===== config.mk =====
export PLATFORM = sky130hd
export DESIGN_NAME = frc_timer
export DESIGN_NICKNAME = d
export VERILOG_FILES = /design/src/rtl/frc_pkg.sv /design/src/rtl/frc_counter.sv /design/src/rtl/frc_flag.sv /design/src/rtl/frc_compare.sv /design/src/rtl/frc_timer.sv
export SDC_FILE = /design/constraint.sdc
export NUM_CORES = 1
export LEC_CHECK = 0
export CAP_MARGIN = 15
export CORE_MARGIN = 3
export CORE_UTILIZATION = 35
export DETAILED_ROUTE_END_ITERATION = 7
export GPL_TIMING_DRIVEN = 0
export PLACE_DENSITY = 0.55
export SYNTH_ARGS = -nofsm -noshare
export SYNTH_HDL_FRONTEND = slang
export SYNTH_SLANG_ARGS = --single-unit

===== constraint.sdc =====
create_clock -name clk -period 7 [get_ports clk]
set_input_delay 1.4 -clock clk [delete_from_list [all_inputs] [get_ports clk]]
set_output_delay 1.4 -clock clk [all_outputs]
set_load 0.03 [all_outputs]

===== src/rtl/frc_pkg.sv =====
package frc_pkg;
  localparam int BUS_W  = 8;
  localparam int ADDR_W = 4;
  localparam int NREG   = 1 << ADDR_W;
  localparam int NFLAG  = 3;
  localparam int NVIEW  = 2;

  // flag indices; status/control bit = index + 5
  localparam int FI_TO = 0;
  localparam int FI_OC = 1;
  localparam int FI_IC = 2;

  localparam logic [ADDR_W-1:0] A_CTRL = 4'd0;
  localparam logic [ADDR_W-1:0] A_STAT = 4'd1;
  localparam logic [ADDR_W-1:0] A_CNTH = 4'd2;
  localparam logic [ADDR_W-1:0] A_CNTL = 4'd3;
  localparam logic [ADDR_W-1:0] A_ALTH = 4'd4;
  localparam logic [ADDR_W-1:0] A_ALTL = 4'd5;
  localparam logic [ADDR_W-1:0] A_CAPH = 4'd6;
  localparam logic [ADDR_W-1:0] A_CAPL = 4'd7;
  localparam logic [ADDR_W-1:0] A_CMPH = 4'd8;
  localparam logic [ADDR_W-1:0] A_CMPL = 4'd9;
endpackage


===== src/rtl/frc_counter.sv =====
module frc_counter #(
  parameter int DW    = 8,
  parameter int NV    = 2
) (
  input  logic                 clk,
  input  logic                 rst_n,
  input  logic                 tick_i,
  input  logic [NV-1:0]        rd_hi_i,
  input  logic [NV-1:0]        rd_lo_i,
  output logic [2*DW-1:0]      cnt_o,
  output logic                 wrap_o,
  output logic [NV-1:0][DW-1:0] lo_o
);
  localparam int CW = 2 * DW;

  logic [CW-1:0] cnt_q;

  always_ff @(posedge clk or negedge rst_n) begin
    if (!rst_n)      cnt_q <= '0;
    else if (tick_i) cnt_q <= cnt_q + CW'(1);
  end

  assign cnt_o  = cnt_q;
  assign wrap_o = tick_i && (&cnt_q);

  // one step per tick, modulo 2^CW
  p_count_step_r3: assert property (@(posedge clk) disable iff (!rst_n)
    tick_i |=> cnt_q == CW'($past(cnt_q) + CW'(1)));

  p_count_hold_r3: assert property (@(posedge clk) disable iff (!rst_n)
    !tick_i |=> $stable(cnt_q));

  for (genvar g = 0; g < NV; g++) begin : g_view
    logic [DW-1:0] buf_q;
    logic          lat_q;

    always_ff @(posedge clk or negedge rst_n) begin
      if (!rst_n) begin
        buf_q <= '0;
        lat_q <= 1'b0;
      end else if (rd_hi_i[g]) begin
        buf_q <= cnt_q[DW-1:0];
        lat_q <= 1'b1;
      end else if (rd_lo_i[g]) begin
        lat_q <= 1'b0;
      end
    end

    assign lo_o[g] = lat_q ? buf_q : cnt_q[DW-1:0];

    // after a high-byte read the low view is frozen at the old count
    p_coherent_r6: assert property (@(posedge clk) disable iff (!rst_n)
      rd_hi_i[g] |=> lo_o[g] == $past(cnt_q[DW-1:0]));
  end
endmodule


===== src/rtl/frc_flag.sv =====
module frc_flag (
  input  logic clk,
  input  logic rst_n,
  input  logic set_i,
  input  logic look_i,
  input  logic clr_i,
  output logic flag_o
);
  logic flag_q;
  logic arm_q;

  // flag is deliberately outside the reset domain
  always_ff @(posedge clk) begin
    if (set_i)               flag_q <= 1'b1;
    else if (clr_i && arm_q) flag_q <= 1'b0;
  end

  always_ff @(posedge clk or negedge rst_n) begin
    if (!rst_n)      arm_q <= 1'b0;
    else if (look_i) arm_q <= flag_q;
    else if (clr_i)  arm_q <= 1'b0;
  end

  assign flag_o = flag_q;

  // an event beats a simultaneous clear
  p_set_wins_r10: assert property (@(posedge clk) disable iff (!rst_n)
    set_i |=> flag_q);

  // armed access with no event clears
  p_armed_clear_r4: assert property (@(posedge clk) disable iff (!rst_n)
    arm_q && clr_i && !set_i |=> !flag_q);

  // a look at a clear flag never arms
  p_arm_needs_flag_r10: assert property (@(posedge clk) disable iff (!rst_n)
    look_i && !flag_q |=> !arm_q);
endmodule


===== src/rtl/frc_compare.sv =====
module frc_compare #(
  parameter int DW = 8
) (
  input  logic            clk,
  input  logic            rst_n,
  input  logic            tick_i,
  input  logic [2*DW-1:0] cnt_i,
  input  logic            wr_hi_i,
  input  logic            wr_lo_i,
  input  logic [DW-1:0]   wdata_i,
  input  logic            olvl_i,
  output logic [2*DW-1:0] cmp_o,
  output logic            match_o,
  output logic            pin_o
);
  localparam int CW = 2 * DW;

  logic [CW-1:0] cmp_q;
  logic [CW-1:0] cnt_next;
  logic          inh_q;
  logic          pin_q;

  assign cnt_next = cnt_i + CW'(1);
  assign match_o  = tick_i && !inh_q && (cnt_next == cmp_q);

  always_ff @(posedge clk or negedge rst_n) begin
    if (!rst_n) begin
      cmp_q <= '1;
      inh_q <= 1'b0;
    end else if (wr_hi_i) begin
      cmp_q[CW-1:DW] <= wdata_i;
      inh_q          <= 1'b1;
    end else if (wr_lo_i) begin
      cmp_q[DW-1:0]  <= wdata_i;
      inh_q          <= 1'b0;
    end
  end

  always_ff @(posedge clk or negedge rst_n) begin
    if (!rst_n)       pin_q <= 1'b0;
    else if (match_o) pin_q <= olvl_i;
  end

  assign cmp_o = cmp_q;
  assign pin_o = pin_q;

  // a lone high-byte write blocks the next cycle's match
  p_inhibit_r9: assert property (@(posedge clk) disable iff (!rst_n)
    wr_hi_i |=> !match_o);

  // pin takes the level selected at the match
  p_pin_level_r8: assert property (@(posedge clk) disable iff (!rst_n)
    match_o |=> pin_o == $past(olvl_i));

  p_pin_hold_r8: assert property (@(posedge clk) disable iff (!rst_n)
    !match_o |=> $stable(pin_o));
endmodule


===== src/rtl/frc_timer.sv =====
module frc_timer
  import frc_pkg::*;
(
  input  logic              clk,
  input  logic              rst_n,
  input  logic              tick_i,
  input  logic              cap_i,
  input  logic              rd_i,
  input  logic              wr_i,
  input  logic [ADDR_W-1:0] addr_i,
  input  logic [BUS_W-1:0]  wdata_i,
  output logic [BUS_W-1:0]  rdata_o,
  output logic              cmp_o,
  output logic              irq_o
);
  localparam int CW = 2 * BUS_W;

  logic [NREG-1:0]              rsel, wsel;
  logic [CW-1:0]                cnt, cmp_val;
  logic                         wrap, match;
  logic [NVIEW-1:0]             rd_hi, rd_lo;
  logic [NVIEW-1:0][BUS_W-1:0]  lo_view;
  logic [NFLAG-1:0]             fset, fclr, flags;
  logic [NFLAG-1:0]             en_q;
  logic                         olvl_q;
  logic                         capin_q;
  logic [CW-1:0]                cap_q;
  logic                         cap_edge;

  assign rsel = rd_i ? (NREG'(1) << addr_i) : '0;
  assign wsel = wr_i ? (NREG'(1) << addr_i) : '0;

  assign rd_hi = {rsel[A_ALTH], rsel[A_CNTH]};
  assign rd_lo = {rsel[A_ALTL], rsel[A_CNTL]};

  frc_counter #(.DW(BUS_W), .NV(NVIEW)) u_cnt (
    .clk(clk), .rst_n(rst_n), .tick_i(tick_i),
    .rd_hi_i(rd_hi), .rd_lo_i(rd_lo),
    .cnt_o(cnt), .wrap_o(wrap), .lo_o(lo_view)
  );

  frc_compare #(.DW(BUS_W)) u_cmp (
    .clk(clk), .rst_n(rst_n), .tick_i(tick_i), .cnt_i(cnt),
    .wr_hi_i(wsel[A_CMPH]), .wr_lo_i(wsel[A_CMPL]), .wdata_i(wdata_i),
    .olvl_i(olvl_q), .cmp_o(cmp_val), .match_o(match), .pin_o(cmp_o)
  );

  // control register
  always_ff @(posedge clk or negedge rst_n) begin
    if (!rst_n) begin
      en_q   <= '0;
      olvl_q <= 1'b0;
    end else if (wsel[A_CTRL]) begin
      en_q   <= wdata_i[BUS_W-1 -: NFLAG];
      olvl_q <= wdata_i[0];
    end
  end

  // capture
  assign cap_edge = cap_i && !capin_q;

  always_ff @(posedge clk or negedge rst_n) begin
    if (!rst_n) begin
      capin_q <= 1'b0;
      cap_q   <= '0;
    end else begin
      capin_q <= cap_i;
      if (cap_edge) cap_q <= cnt;
    end
  end

  // flags
  assign fset[FI_TO] = wrap;
  assign fset[FI_OC] = match;
  assign fset[FI_IC] = cap_edge;
  assign fclr[FI_TO] = rsel[A_CNTL];
  assign fclr[FI_OC] = wsel[A_CMPL];
  assign fclr[FI_IC] = rsel[A_CAPL];

  for (genvar g = 0; g < NFLAG; g++) begin : g_flag
    frc_flag u_flag (
      .clk(clk), .rst_n(rst_n), .set_i(fset[g]),
      .look_i(rsel[A_STAT]), .clr_i(fclr[g]), .flag_o(flags[g])
    );
  end

  assign irq_o = |(flags & en_q);

  // read mux
  always_comb begin
    rdata_o = '0;
    case (addr_i)
      A_CTRL: rdata_o = {en_q, {(BUS_W-NFLAG-1){1'b0}}, olvl_q};
      A_STAT: rdata_o = {flags, {(BUS_W-NFLAG){1'b0}}};
      A_CNTH: rdata_o = cnt[CW-1:BUS_W];
      A_CNTL: rdata_o = lo_view[0];
      A_ALTH: rdata_o = cnt[CW-1:BUS_W];
      A_ALTL: rdata_o = lo_view[1];
      A_CAPH: rdata_o = cap_q[CW-1:BUS_W];
      A_CAPL: rdata_o = cap_q[BUS_W-1:0];
      A_CMPH: rdata_o = cmp_val[CW-1:BUS_W];
      A_CMPL: rdata_o = cmp_val[BUS_W-1:0];
      default: rdata_o = '0;
    endcase
  end

  // wrap always raises overflow
  p_wrap_sets_tof_r3: assert property (@(posedge clk) disable iff (!rst_n)
    wrap |=> flags[FI_TO]);

  // alternate low read leaves overflow untouched
  p_alt_keeps_tof_r5: assert property (@(posedge clk) disable iff (!rst_n)
    rsel[A_ALTL] |=> flags[FI_TO] == ($past(flags[FI_TO]) || $past(wrap)));

  // status writes alter no flag
  p_stat_wr_ignored_r2: assert property (@(posedge clk) disable iff (!rst_n)
    wsel[A_STAT] && !rd_i && !(|fset) |=> flags == $past(flags));

  // no enables, no request
  p_irq_quiet_r11: assert property (@(posedge clk) disable iff (!rst_n)
    en_q == '0 |-> !irq_o);

  // unimplemented status bits
  p_stat_pad_r1: assert property (@(posedge clk) disable iff (!rst_n)
    rd_i && addr_i == A_STAT |-> rdata_o[BUS_W-NFLAG-1:0] == '0);
endmodule


==> metrics.yaml, run 1 <==
synth_top_family_by_area: "multiplexers"
antenna_left: 0
synth_compound_area_frac: 0.09409
arrival_ns: 4.23
fmax_mhz: 177.5
dieArea_sq_mm: 0.01320
leakage_nw: 1.995
cp-start-kind: "primary input"
ctsResizeCount: 0
drive_above_1_share: 0.2263
nets: 447
synthSimpleGateAreaFrac: 0.1496
yosysWarningCount: 0
slew_headroom: 0.3901
setup-tns-final_ns: 0
drc: 0
clk_path_buf_depth: 2
p_clk_frac: 0.275
synthDistinctLibCells: 48
fp.dieW_microns: 114.9
hold_violations: 0
period_share: 0.8050
crit_required_ns: 5.60
r2r_start: "u_cnt.cnt_o[1]$_DFFE_PN0P_"
r2r_setup_slack_ns: 4.22
ys_ff_latch: 79
hold_ws_ns: 0.4869
grt_first_pass_wirelength_microns: 17820
die_y_microns: 114.9
synth_adder_area_share: 0.003016
worst_slew_pin_slew_ns: 0.9108
drt-initial-drc-count: 263
finalMaxSlewViolations: 0
grt_pass1_vias: 3169
setup_viol: 0
cts_buffers: 9
ir_worst_vdd_mv: 0.1346
insertion_delay_ns: 0.33
num_vias: 3232
n_fill_cell: 1131
power_mw: 1.704
routed_wl_microns: 11020
syn_avg_cell_area_sq_um: 10.69
core-area_sq_mm: 0.01152
cap_violations: 0
swShare: 0.3351
vias_per_cell: 5.611
start_util: 0.3603
seqPwrFrac: 0.408
endpoint_kind: "output pin"
drt_first_pass_iters: 6
fin_skew_ns: 0.007339
synthArstFlopShare: 0.9620
std_cell_rows: 39
synth_edf_count: 0
switchingPower_mw: 0.5712
hold_class: "reg2reg"
powerDensity_mw_per_mm2: 345.9
synth_mux_area_frac: 0.1728
cp_max_fo: 10
port_buffers: 26
outcome: "complete, no violations"
root_buffer: "clkbuf_16"
antenna_found_initial: 0
clk_pin_slew_ns: 0.06
post-cts-setup-buffers: 0
synth_top_area_share: 0.3619
tritoncts: "built"
synth_top_cell_by_area: "dfrtp_1"
clock_sinks: 79
htree_levels: 3
worst_r2r_endpoint: "u_cmp.pin_o$_DFFE_PN0P_"
syn_to_final_growth_pct: 18.76
place_congestion: 0.8335
rsz0062_at_grt: "no"
synthTopCellsByCount: "dfrtp_1 (60), mux2_2 (52), nand2_1 (39), xnor2_1 (24), nand3_1 (21)"
path_class: "in2out"
critPathCapture: "rdata_o[2]"
synth_area_sq_mm: 0.004149
synth_ff_type: "dfrtp_1"
synth-seq-area-share: 0.4777
pwr-share-comb: 0.318
gr-usage-all-layers: 0.1762
synth-xor-area-share: 0.07177
layout_min_cycle_time_ns: 5.635
postCtsHoldBufs: 0
synth_area_leaders: "dfrtp_1 (36%), mux2_2 (14%), dfstp_2 (10%)"
grt_overflow: 0
r2r_cells: 8
yosysMostFrequentCell: "dfrtp_1"
syn-instance-count: 388
intPower_mw: 1.133
crit_path_start: "addr_i[1]"
wl_per_cell_microns: 19.14
syn-num-nets: 407
grt_max_degree: 47
antenna_cells: 0
io_pins: 28
dp_hpwl_microns: 8085
how the worst min path moves through the flow:
stage | slack, ns | startpoint | to | cells past startpoint
floorplan | 0.44 | g_flag[1].u_flag.flag_o$_SDFFE_PP1P_ | g_flag[1].u_flag.flag_o$_SDFFE_PP1P_ | 2
global placement | 0.46 | u_cnt.g_view[1].buf_q[5]$_DFFE_PN0P_ | u_cnt.g_view[1].buf_q[5]$_DFFE_PN0P_ | 2
detailed placement | 0.47 | cap_q[8]$_DFFE_PN0P_ | cap_q[8]$_DFFE_PN0P_ | 2
CTS | 0.49 | cap_q[8]$_DFFE_PN0P_ | cap_q[8]$_DFFE_PN0P_ | 2
global route | 0.52 | g_flag[2].u_flag.arm_q$_DFFE_PN0P_ | g_flag[2].u_flag.arm_q$_DFFE_PN0P_ | 1
finish | 0.49 | cap_q[8]$_DFFE_PN0P_ | cap_q[8]$_DFFE_PN0P_ | 2
through the flow:
stage | instance area [sq um] | setup WS, ns | std cells | utilization
floorplan | 4149 | 2.846 | 388 | -
CTS | 4927 | 1.353 | 576 | 0.4279
global placement | 4588 | 0.9711 | 557 | 0.3984
detailed placement | 4628 | 1.360 | 560 | 0.4019
finish | 4927 | 1.365 | 576 | 0.4279
global route | 4927 | 1.215 | 576 | 0.4279
worst max-delay path, cell delays in order:
cell and delay [ns]:
clkdlybuf4s50_1 0.52, clkbuf_1 0.36, xnor2_1 0.12, nor3_1 0.62, buf_4 0.28, a222oi_1 0.11, nand3_1 0.14, clkdlybuf4s50_1 0.68
registers in the layout, indices dropped and copies added, names as in the netlist:
name	flops
g_flag.u_flag.arm_q	3
u_cnt.cnt_o	16
u_cmp.cmp_o	16
capin_q	1
u_cmp.inh_q	1
g_flag.u_flag.flag_o	3
u_cnt.g_view.buf_q	16
en_q	3
u_cnt.g_view.lat_q	2
cap_q	16
olvl_q	1
u_cmp.pin_o	1
cell families (layout without fill, tap and decap cells):
kind of cell	count (synthesis)	count (layout)
compound gates	56	56
xor+xnor	34	34
fa+ha+maj	1	1
buf+inv	31	76
flops	79	79
mux	65	65
simple gates	122	122
final cells by class:
class / count / area, sq um / area share
inverters: 6 / 22.52 / 0.004571
clock buffers: 10 / 239.0 / 0.04850
plain buffers: 25 / 106.4 / 0.02158
multi-input cells: 278 / 2038 / 0.4137
well taps: 143 / 178.9 / 0.03631
flip-flops and latches: 79 / 1982 / 0.4022
repair buffers: 29 / 300.3 / 0.06094
clock inverters: 6 / 60.06 / 0.01219
per-layer routing:
| metal | vias up | routed length, microns | track usage |
|---|---|---|---|
| met3 | 17 | 378 | 0.02842 |
| met4 | 0 | 315 | 0.06808 |
| met2 | 67 | 4936 | 0.2600 |
| met5 | - | 0 | 0 |
| met1 | 1642 | 5392 | 0.2593 |
| li1 | 1506 | - | - |
cell usage in the layout (no fill, tap or decap), types with 3 or more instances in the layout:
cell              n
mux2i_1          12
clkinv_2          3
buf_4             5
buf_2             4
dfrtp_1          60
nand2_1          39
dfstp_2          16
nor4_1            8
nand4b_1          3
clkbuf_16         9
xnor2_1          24
nor3_1           12
inv_1             6
nand3_1          21
clkbuf_1         19
nor2_1           12
clkdlybuf4s50_1  25
o22ai_1           4
dfxtp_1           3
o21ai_0          17
nand4_1           8
a222oi_1         10
xor2_1           10
mux2_2           52
a21oi_1           8
or3_1             3
nand2b_1          5
power groups by stage:
| stage | Sequential, mW | Combinational [mW] | Clock (mW) |
|---|---|---|---|
| floorplan | 0.667 | 0.405 | 0 |
| global placement | 0.695 | 0.526 | 0 |
| detailed placement | 0.701 | 0.540 | 0 |
| CTS | 0.694 | 0.542 | 0.477 |
| global route | 0.711 | 0.598 | 0.498 |
| finish | 0.695 | 0.541 | 0.468 |
Power figures use the tool's default switching activity.
==> inputs of run 2 (changes only) <==
--- a/config.mk
+++ b/config.mk
@@ -10,7 +10,7 @@
 export CORE_UTILIZATION = 35
 export DETAILED_ROUTE_END_ITERATION = 7
 export GPL_TIMING_DRIVEN = 0
-export PLACE_DENSITY = 0.55
+export PLACE_DENSITY = 0.57
 export SYNTH_ARGS = -nofsm -noshare
 export SYNTH_HDL_FRONTEND = slang
 export SYNTH_SLANG_ARGS = --single-unit
==> constraint.sdc (replaced) <==
create_clock -name clk -period 5.1 [get_ports clk]
set_input_delay 1.02 -clock clk [delete_from_list [all_inputs] [get_ports clk]]
set_output_delay 1.02 -clock clk [all_outputs]
set_load 0.03 [all_outputs]
==> run 2 against run 1 <==
Clock-buffer cell count up 1. Clock power increased by 41%. Cell count is the same. Combinational power up 38%. Flip-flop and latch count did not move. Global-route usage down 0.34 points. Clock skew down 0.0017 ns. Routed wire length is 0.42% lower. Die area unchanged. Design area stayed put. Largest cell class unchanged. Highest routed layer unchanged.
==> metrics.yaml, run 2 (synthesis gave the netlist of run 1 again) <==
outcome: "complete, no violations"
period_share: 0.9529
drt-initial-drc-count: 254  # -3.4%
antenna_cells: 0  # unchanged
grt_overflow: 0  # unchanged
r2r_setup_slack_ns: 2.39  # -1.83 ns
clock_sinks: 79  # unchanged
cp_max_fo: 10  # unchanged
final_common_cell: "dfrtp_1"
grt_first_pass_wirelength_microns: 17510  # -1.7%
crit_required_ns: 4.08  # -1.52 ns
std_cell_rows: 39  # unchanged
fp.dieW_microns: 114.9  # unchanged
worst_slew_pin_slew_ns: 0.8894  # -0.02140 ns
cap_violations: 0  # unchanged
seqPwrFrac: 0.403  # -0.005
tritoncts: "built"
vias_per_cell: 5.608  # about the same
hold_class: "reg2reg"
port_buffers: 26  # unchanged
leakage_nw: 1.999  # +0.19%
drt_first_pass_iters: 6  # unchanged
gr-usage-all-layers: 0.1728  # -0.003409
io_pins: 28  # unchanged
setup_viol: 0  # unchanged
layout_min_cycle_time_ns: 4.860
nets: 447  # unchanged
ctsResizeCount: 0  # unchanged
hold_ws_ns: 0.4898  # +0.002872 ns
insertion_delay_ns: 0.33  # about the same
final_cell_mix: "dfrtp_1 (60), mux2_2 (52), nand2_1 (39)"
routed_wl_microns: 10980  # -0.42%
power_mw: 2.359  # +38%
core-area_sq_mm: 0.01152  # unchanged
post-cts-setup-buffers: 0  # unchanged
fin_util: 0.4279  # unchanged
grt_max_degree: 42  # -11%
cts_buffers: 9  # unchanged
root_buffer: "clkbuf_16"
die_y_microns: 114.9  # unchanged
arrival_ns: 3.84  # -0.39 ns
num_vias: 3230  # -0.062%
place_congestion: 0.8358  # +0.28%
drive_above_1_share: 0.2263  # unchanged
hold_violations: 0  # unchanged
clk_path_buf_depth: 2  # unchanged
path_class: "in2out"
switchingPower_mw: 0.7890  # +38%
htree_levels: 3  # unchanged
intPower_mw: 1.570  # +39%
endpoint_kind: "output pin"
start_util: 0.3603  # unchanged
fmax_mhz: 205.8
drc: 0  # unchanged
postCtsHoldBufs: 0  # unchanged
dieArea_sq_mm: 0.01320  # unchanged
rsz0062_at_grt: "no"
wl_per_cell_microns: 19.06  # -0.42%
finalMaxSlewViolations: 0  # unchanged
pwr-share-comb: 0.317  # about the same
clk_pin_slew_ns: 0.06  # about the same
fin_skew_ns: 0.005663  # -0.001676 ns
cp-start-kind: "primary input"
slew_headroom: 0.4045  # +0.01433
grt_pass1_vias: 3212  # +1.4%
antenna_left: 0  # unchanged
p_clk_frac: 0.279  # +0.004
swShare: 0.3344  # -0.0007071
dp_hpwl_microns: 7969  # -1.4%
ir_worst_vdd_mv: 0.2059  # +53%
antenna_found_initial: 0  # unchanged
syn_to_final_growth_pct: 18.76  # unchanged
powerDensity_mw_per_mm2: 478.8  # +38%
==> run 2: cell count changes in the layout (fill, tap and decap cells not counted), sizes merged <==
cell and delta:
clkbuf +1, clkinvlp -1
==> run 2: cell type report <==
cell class | count | area (sq um)
Fill cell | 1114 | 6589
Multi-Input combinational cell | 278 | 2038
Sequential cell | 79 | 1982
Timing Repair Buffer | 29 | 290.3
Clock buffer | 11 | 252.7
Tap cell | 143 | 178.9
Buffer | 25 | 106.4
Clock inverter | 5 | 56.30
Inverter | 6 | 22.52
==> run 2: stage by stage <==
step	setup TNS, ns	cells	worst slack (ns)	instance area (sq um)
floorplan	0	388	1.706	4149
global placement	-0.8214	557	-0.1425	4588
detailed placement	0	560	0.2894	4618
CTS	0	576	0.2767	4927
global route	0	576	0.02242	4927
finish	0	576	0.2405	4927
==> run 2: final timing paths <==
check	from	end	cells past startpoint
worst min register to register	cap_q[5]$_DFFE_PN0P_	cap_q[5]$_DFFE_PN0P_	2
max in group asynchronous	rst_n	u_cmp.cmp_o[9]$_DFFE_PN1P_	2
worst max register to register	u_cnt.cnt_o[1]$_DFFE_PN0P_	u_cmp.pin_o$_DFFE_PN0P_	8
min in group asynchronous	rst_n	g_flag[1].u_flag.arm_q$_DFFE_PN0P_	1
worst min-delay path	cap_q[5]$_DFFE_PN0P_	cap_q[5]$_DFFE_PN0P_	2
worst max-delay path	addr_i[0]	rdata_o[1]	7
==> run 2: worst max-delay path: stages <==
cell,delay (ns)
clkdlybuf4s50_1,0.54
clkbuf_1,0.38
nand2_1,0.13
nor2_1,0.67
a222oi_1,0.24
nand3_1,0.17
clkdlybuf4s50_1,0.69
==> run 2: routing by layer <==
| metal | GRT usage | vias up | part of all wire |
|---|---|---|---|
| li1 | - | 1499 | - |
| met1 | 0.2488 | 1604 | 0.48 |
| met2 | 0.2635 | 111 | 0.45 |
| met3 | 0.03684 | 16 | 0.048 |
| met4 | 0.04930 | 0 | 0.019 |
| met5 | 0 | - | 0 |
==> run 2: power groups by stage <==
| stage | Combinational (mW) | Sequential (mW) | Clock, mW |
|---|---|---|---|
| after floorplan | 0.556 | 0.916 | 0 |
| after global placement | 0.726 | 0.952 | 0 |
| after detailed placement | 0.744 | 0.960 | 0 |
| after CTS | 0.748 | 0.950 | 0.671 |
| after global routing | 0.822 | 0.973 | 0.699 |
| final | 0.748 | 0.952 | 0.659 |
==> inputs of run 3 (changes only) <==
--- a/config.mk
+++ b/config.mk
@@ -10,7 +10,8 @@
 export CORE_UTILIZATION = 35
 export DETAILED_ROUTE_END_ITERATION = 7
 export GPL_TIMING_DRIVEN = 0
-export PLACE_DENSITY = 0.57
+export HOLD_SLACK_MARGIN = 0.08
+export PLACE_DENSITY = 0.55
 export SYNTH_ARGS = -nofsm -noshare
 export SYNTH_HDL_FRONTEND = slang
 export SYNTH_SLANG_ARGS = --single-unit
==> constraint.sdc (replaced) <==
create_clock -name clk -period 6.2 [get_ports clk]
set_input_delay 1.24 -clock clk [delete_from_list [all_inputs] [get_ports clk]]
set_output_delay 1.24 -clock clk [all_outputs]
set_load 0.03 [all_outputs]
==> results of run 3 <==
Same layout as run 1 (identical final DEF). Status: complete, no violations.
Among the figures that moved: setup slack after placement 1.360 ns -> 0.8803 ns; setup slack after layout 1.365 ns -> 0.8851 ns; register-to-register setup slack 4.22 ns -> 3.42 ns; total power 1.704 mW -> 1.924 mW; worst IR drop on VDD 0.1346 mV -> 0.1519 mV
